$ cat src/rtl/dacc_pkg.sv
package dacc_pkg;
  typedef enum logic [2:0] {
    OP_HALT  = 3'd0,
    OP_ADD   = 3'd1,
    OP_MUL   = 3'd2,
    OP_DIV   = 3'd3,
    OP_SUB   = 3'd4,
    OP_LOAD  = 3'd5,
    OP_STORE = 3'd6,
    OP_PRINT = 3'd7
  } op_e;

  typedef enum logic [2:0] {
    S_FETCH,
    S_IR,
    S_OPER,
    S_EXEC,
    S_HALT
  } state_e;
endpackage

$ cat src/rtl/dacc_mem.sv
module dacc_mem #(
  parameter int WORD_W = 14,
  parameter int ADDR_W = 4
) (
  input  logic              clk,
  input  logic              we,
  input  logic [ADDR_W-1:0] waddr,
  input  logic [WORD_W-1:0] wdata,
  input  logic [ADDR_W-1:0] raddr,
  output logic [WORD_W-1:0] rdata
);
  localparam int DEPTH = 1 << ADDR_W;

  logic [WORD_W-1:0] mem [DEPTH];

  // single write port, registered read: maps onto a block RAM
  always_ff @(posedge clk) begin
    if (we) mem[waddr] <= wdata;
    rdata <= mem[raddr];
  end
endmodule

$ cat src/rtl/dacc_alu.sv
module dacc_alu
  import dacc_pkg::*;
#(
  parameter int WORD_W  = 14,
  parameter int MODULUS = 10000
) (
  input  op_e               op,
  input  logic [WORD_W-1:0] acc,
  input  logic [WORD_W-1:0] opnd,
  output logic [WORD_W-1:0] res,
  output logic              div_zero
);
  localparam logic [WORD_W:0]     MOD_X = (WORD_W+1)'(MODULUS);
  localparam logic [2*WORD_W-1:0] MOD_P = (2*WORD_W)'(MODULUS);

  logic [WORD_W:0]     sum;
  logic [WORD_W:0]     borrow_fix;
  logic [2*WORD_W-1:0] prod;

  always_comb begin
    sum        = {1'b0, acc} + {1'b0, opnd};
    borrow_fix = MOD_X + {1'b0, acc} - {1'b0, opnd};
    prod       = {{WORD_W{1'b0}}, acc} * {{WORD_W{1'b0}}, opnd};
    res        = acc;
    div_zero   = 1'b0;
    case (op)
      OP_ADD:  res = (sum >= MOD_X) ? WORD_W'(sum - MOD_X) : WORD_W'(sum);
      OP_SUB:  res = (acc >= opnd) ? (acc - opnd) : WORD_W'(borrow_fix);
      OP_MUL:  res = WORD_W'(prod % MOD_P);
      OP_DIV: begin
        if (opnd == '0) div_zero = 1'b1;
        else            res = acc / opnd;
      end
      OP_LOAD: res = opnd;
      default: res = acc;
    endcase
  end
endmodule

$ cat src/rtl/dacc_core.sv
module dacc_core
  import dacc_pkg::*;
#(
  parameter int WORD_W   = 14,
  parameter int ADDR_W   = 4,
  parameter int LAST_LOC = 15,
  parameter int RADIX    = 100,
  parameter int MODULUS  = 10000
) (
  input  logic              clk,
  input  logic              rst,
  input  logic              load_we,
  input  logic [ADDR_W-1:0] load_addr,
  input  logic [WORD_W-1:0] load_word,
  output logic              print_valid,
  output logic [WORD_W-1:0] print_word,
  output logic              halted,
  output logic              div_fault
);
  localparam int              PC_W     = ADDR_W + 1;
  localparam logic [PC_W-1:0] FIRST_PC = PC_W'(1);
  localparam logic [PC_W-1:0] LAST_PC  = PC_W'(LAST_LOC);
  localparam int              MAX_OP   = 7;

  state_e            state;
  logic [PC_W-1:0]   pc;
  logic [WORD_W-1:0] ir, acc, rdata;
  logic [WORD_W-1:0] opc_w, adr_w;
  op_e               op;
  logic              op_ok, adr_ok;
  logic              mem_we;
  logic [ADDR_W-1:0] mem_waddr, mem_raddr;
  logic [WORD_W-1:0] mem_wdata, alu_res;
  logic              alu_dz;

  // decimal field split of the instruction register
  assign opc_w  = ir / WORD_W'(RADIX);
  assign adr_w  = ir % WORD_W'(RADIX);
  assign op     = op_e'(opc_w[2:0]);
  assign op_ok  = (opc_w != '0) && (opc_w <= WORD_W'(MAX_OP));
  assign adr_ok = (adr_w != '0) && (adr_w <= WORD_W'(LAST_LOC));

  // loader owns the write port during reset, store instruction otherwise
  assign mem_we    = rst ? load_we   : (state == S_EXEC && op == OP_STORE);
  assign mem_waddr = rst ? load_addr : adr_w[ADDR_W-1:0];
  assign mem_wdata = rst ? load_word : acc;
  assign mem_raddr = (state == S_FETCH) ? pc[ADDR_W-1:0] : adr_w[ADDR_W-1:0];

  dacc_mem #(.WORD_W(WORD_W), .ADDR_W(ADDR_W)) mem_i (
    .clk   (clk),
    .we    (mem_we),
    .waddr (mem_waddr),
    .wdata (mem_wdata),
    .raddr (mem_raddr),
    .rdata (rdata)
  );

  dacc_alu #(.WORD_W(WORD_W), .MODULUS(MODULUS)) alu_i (
    .op       (op),
    .acc      (acc),
    .opnd     (rdata),
    .res      (alu_res),
    .div_zero (alu_dz)
  );

  always_ff @(posedge clk) begin
    if (rst) begin
      state       <= S_FETCH;
      pc          <= FIRST_PC;
      ir          <= '0;
      acc         <= '0;
      print_valid <= 1'b0;
      print_word  <= '0;
      halted      <= 1'b0;
      div_fault   <= 1'b0;
    end else begin
      print_valid <= 1'b0;
      case (state)
        S_FETCH: begin
          if (pc > LAST_PC) begin
            halted <= 1'b1;
            state  <= S_HALT;
          end else begin
            state <= S_IR;
          end
        end
        S_IR: begin
          ir    <= rdata;
          pc    <= pc + PC_W'(1);
          state <= S_OPER;
        end
        S_OPER: begin
          if (!op_ok || !adr_ok) begin
            halted <= 1'b1;
            state  <= S_HALT;
          end else begin
            state <= S_EXEC;
          end
        end
        S_EXEC: begin
          state <= S_FETCH;
          case (op)
            OP_STORE: ;
            OP_PRINT: begin
              print_valid <= 1'b1;
              print_word  <= rdata;
            end
            default: begin
              acc <= alu_res;
              if (alu_dz) div_fault <= 1'b1;
            end
          endcase
        end
        default: state <= S_HALT;
      endcase
    end
  end
endmodule

$ cat config.mk
export PLATFORM = sky130hd
export DESIGN_NAME = dacc_core
export DESIGN_NICKNAME = d
export VERILOG_FILES = /design/src/rtl/dacc_pkg.sv /design/src/rtl/dacc_mem.sv /design/src/rtl/dacc_alu.sv /design/src/rtl/dacc_core.sv
export SDC_FILE = /design/constraint.sdc
export NUM_CORES = 1
export LEC_CHECK = 0
export ABC_AREA = 1
export BUFFER_PORTS_ARGS = -buffer_cell sky130_fd_sc_hd__buf_2
export CAP_MARGIN = 5
export CORE_MARGIN = 8
export CORE_UTILIZATION = 60
export CTS_BUF_LIST = sky130_fd_sc_hd__clkbuf_16
export DETAILED_ROUTE_END_ITERATION = 12
export GPL_TIMING_DRIVEN = 0
export PLACE_DENSITY = 0.86
export SLEW_MARGIN = 15
export SYNTH_ARGS = -nofsm -noshare
export SYNTH_HDL_FRONTEND = slang
export SYNTH_HIERARCHICAL = 1
export SYNTH_SLANG_ARGS = --single-unit
$ cat constraint.sdc
create_clock -name clk -period 25.8 [get_ports clk]
set_clock_uncertainty 0.1 [all_clocks]
set_input_delay 0 -clock clk [delete_from_list [all_inputs] [get_ports clk]]
set_output_delay 0 -clock clk [all_outputs]
set_load 0.005 [all_outputs]
==> results of run 1 <==
[logic make-up after synthesis]
logic type	share of synthesized area
simple gates	0.337
mux	0.000328
fa+ha+maj	0.179
buf+inv	0.122
xor+xnor	0.0401
compound gates	0.0860
flops	0.235
[layer usage]
layer  overflow  global-route usage
met1          0               0.515
met4          4               0.386
met2          3               0.660
met3          1               0.386
met5          0               0.203
[stage by stage]
step	area (sq um)	hold slack, ns
floorplan	34300	0.184
global placement	35500	0.291
detailed placement	35500	0.296
CTS	38100	0.188
[repair_timing]
action	CTS
hold endpoints to repair	9
pin swaps	96
buffers inserted	179
setup endpoints to repair	3
resized for setup	134
hold buffers	1
==> impl_metrics.tcl, run 1 <==
set metrics [dict create \
    flow.stopped_at "global routing (5_1_grt)" \
    start_util 0.607 \
    grt_use_total 0.502 \
    gp_congestion 1.04 \
    synthFlopType "edfxtp_1" \
    synthCells 4654 \
    clk_path_buf_depth 3 \
    portBuffers 37 \
    antenna_found_initial 25 \
    netlist_area_sq_um 34300 \
    yosys-top-cells-area "edfxtp_1 20%, nand2_1 12%, ha_1 9.0%, fa_1 8.9%, inv_1 8.9%" \
    ios 38 \
    synth_cell_type_count 83 \
    grt_max_degree 17 \
    pre_cts_ws_ns -5.48 \
    syn_nets 5075 \
    seq_area_frac_synth 0.235 \
    crit_endpoint "acc[0]$_SDFFE_PP0P_/D" \
    grt_overflow 8 \
    synth-seq-cells 291 \
    synth_top_area_frac 0.196 \
    cts.sinks 291 \
    ys_warn_count 6 \
    die_width_microns 255 \
    die_h_microns 255 \
    hpwlAfterDp_microns 76100 \
    syn_avg_cell_area_sq_um 7.37 \
    placed_cells 5447 \
    synth_edf_count 224 \
    worstEndpointType "sequential cell input" \
    synthTopCellsByCount "1122 x nand2_1, 809 x inv_1, 404 x nand3_1" \
    cts_made_buffers 27 \
    error "[ERROR GRT-0232] Routing congestion too high. Check the congestion heatmap in the GUI." \
    yosysMostFrequentCell "nand2_1" \
    status "did not finish" \
    htreeDepth 1 \
    cts_root_buf "clkbuf_16" \
    async_flop_share 0 \
    synth_top_cell_by_area "edfxtp_1" \
    rows 87 \
]
==> run 2: changes to the inputs <==
Settings changed: CORE_UTILIZATION 60 to 40, CTS_BUF_LIST sky130_fd_sc_hd__clkbuf_16 to not set, PLACE_DENSITY 0.86 to not set, PLACE_DENSITY_LB_ADDON set to 0.15.
Clock period 25.8 ns to 33.5 ns, I/O delays scaled along.
==> run 2 against run 1 <==
- the run now ends clean
- synthesized cell count unchanged
- synthesized area unchanged
==> impl_metrics.tcl, run 2 <==
set metrics [dict create \
    portBuffers 37 \
    slowest_delay_ns 0.75 \
    final_util 0.438 \
    slowest_stage "dfxtp_1" \
    die_area_sq_um 95400 \
    worstPathRequired_ns 33.88 \
    fin_crit_ns 30.50 \
    status "complete, no violations" \
    synth_top_area_frac 0.196 \
    cts_hold_buf 0 \
    r2r_slack_ns 3.00 \
    ant_nets 0 \
    rr_endpoint "acc[0]$_SDFFE_PP0P_" \
    cts_made_buffers 35 \
    drive_above_1_share 0.149 \
    syn_avg_cell_area_sq_um 7.37 \
    cts_tree "done" \
    first_pass_iters 6 \
    vias 29800 \
    arrival_ns 30.88 \
    netlist_area_sq_um 34300 \
    ys_warn_count 6 \
    die_h_microns 309 \
    fmax_mhz 32.8 \
    rsz0062_at_grt "false" \
    fin_hold_ws_ns 0.114 \
    htreeDepth 2 \
    clock_latency_ns 0.55 \
    synth-seq-cells 291 \
    pre_cts_ws_ns -0.0770 \
    die_width_microns 309 \
    fin_ws_ns 3.00 \
    cts.sinks 291 \
    largest-register "mem_i/mem" \
    final_cell_mix "1122 x nand2_1, 808 x inv_1, 403 x nand3_1" \
    synth_edf_count 224 \
    largest_register_ffs 224 \
    start_kind "register" \
    antenna_found_initial 4 \
    synth_top_cell_by_area "edfxtp_1" \
    path_clk_slew_ns 0.06 \
    placed_cells 5841 \
    viasPerCell 5.04 \
    synthFlopType "edfxtp_1" \
    num_antenna_cells 0 \
    synthTopCellsByCount "1122 x nand2_1, 809 x inv_1, 404 x nand3_1" \
    cts_root_buf "clkbuf_16" \
    start_util 0.403 \
    critPathLaunch "mem_i/rdata[8]$_DFF_P_" \
    maxCapViolCount 0 \
    first_iter_violations 2305 \
    async_flop_share 0 \
    clk_path_buf_depth 3 \
    layout_commonest_cell "nand2_1" \
    drt-total-wl_microns 104000 \
    crit_end "acc[0]$_SDFFE_PP0P_" \
    gp_congestion 0.978 \
    post-route-period-util 0.910 \
    yosys-top-cells-area "edfxtp_1 20%, nand2_1 12%, ha_1 9.0%, fa_1 8.9%, inv_1 8.9%" \
    rows 107 \
    worst-path-max-fanout 13 \
    end_kind "register" \
    layout.nets 5155 \
    hp-class "in -> reg" \
    timing.rr.start "mem_i/rdata[8]$_DFF_P_" \
    core_sq_um 85000 \
    synth_cell_type_count 83 \
    setup_viol 0 \
    synthCells 4654 \
    path_common_cell "a21o_1" \
    worstSetupPathType "reg -> reg" \
    maxSlewHeadroom 0.258 \
    ios 38 \
    grt_pass1_vias 28300 \
    area_growth_pct 8.62 \
    stdcell_count 5904 \
    grt_use_total 0.216 \
    syn_nets 5075 \
    grt_max_degree 18 \
    route.detailed.drc 0 \
    grt_overflow 0 \
    seq_area_frac_synth 0.235 \
    grt_first_pass_wirelength_microns 163000 \
    r2r_cells 187 \
    finalHoldViolCount 0 \
    drv_slew 0 \
    worstMarginPinSlew_ns 1.10 \
    yosysMostFrequentCell "nand2_1" \
    hpwlAfterDp_microns 81900 \
    wl_per_cell_microns 17.6 \
]
run 2: final cells by class:
cell class / count / area (sq um)
multi-input combinational: 3338 / 22100
buffer: 137 / 783
clock inverter: 13 / 181
timing repair buffer: 44 / 275
sequential: 291 / 8070
inverter: 887 / 3420
tap: 1144 / 1430
clock buffer: 50 / 962
fill: 8816 / 47800
run 2: how the worst min path moves through the flow:
stage | start | end | slack (ns) | cells past startpoint
2_1_floorplan | print_valid$_SDFF_PP0_ | print_valid | 0.18 | 0
3_3_place_gp | print_word[4]$_SDFFE_PP0P_ | print_word[4] | 0.30 | 1
3_5_place_dp | print_valid$_SDFF_PP0_ | print_valid | 0.30 | 1
4_1_cts | load_addr[3] | mem_i/mem[0][12]$_DFFE_PP_ | 0.08 | 6
5_1_grt | rst | ir[13]$_SDFFE_PP0P_ | 0.12 | 5
6_report | rst | ir[13]$_SDFFE_PP0P_ | 0.11 | 5
run 2: cell families after synthesis:
logic type,count (synthesis),share of synthesized area
buffers and inverters,1025,0.122
multiplexers,1,0.000328
AO/OA/AOI/OAI,491,0.0860
AND/OR/NAND/NOR,2295,0.337
flip-flops,291,0.235
XOR/XNOR,151,0.0401
adder cells (fa/ha/maj),400,0.179
run 2: per-stage QoR:
stage               area, sq um  setup TNS, ns
detailed placement        36000        -0.0770
global route              37300              0
global placement          35900              0
floorplan                 34300              0
CTS                       37200              0
finish                    37300              0
run 2: per-layer routing:
metal | up-vias | track usage | part of all wire | routed length, microns
met4 | 0 | 0.0414 | 0.018 | 1920
met2 | 811 | 0.338 | 0.43 | 45100
met3 | 126 | 0.0416 | 0.073 | 7610
met1 | 13900 | 0.309 | 0.48 | 49600
li1 | 14900 | - | - | -
met5 | - | 0 | 0 | 0
run 2: worst max-delay path: cells and delay by family, from the launching register on:
family	cells	cell delay [ns]
adders and majority gates	13	4.04
buffers and inverters	36	4.94
and+or+nand+nor	47	5.20
AOI/OAI and AO/OA	91	15.35
DFF	1	0.75
run 2: what timing repair did:
item	4_1_cts	5_1_grt
resized for setup	1	42
hold endpoints to repair	0	0
setup buffers	0	1
endpoints found under the setup margin	1	2
Power of run 2 is not shown: default switching activity piles up to over one toggle a cycle in this logic, so the estimate is an artifact.
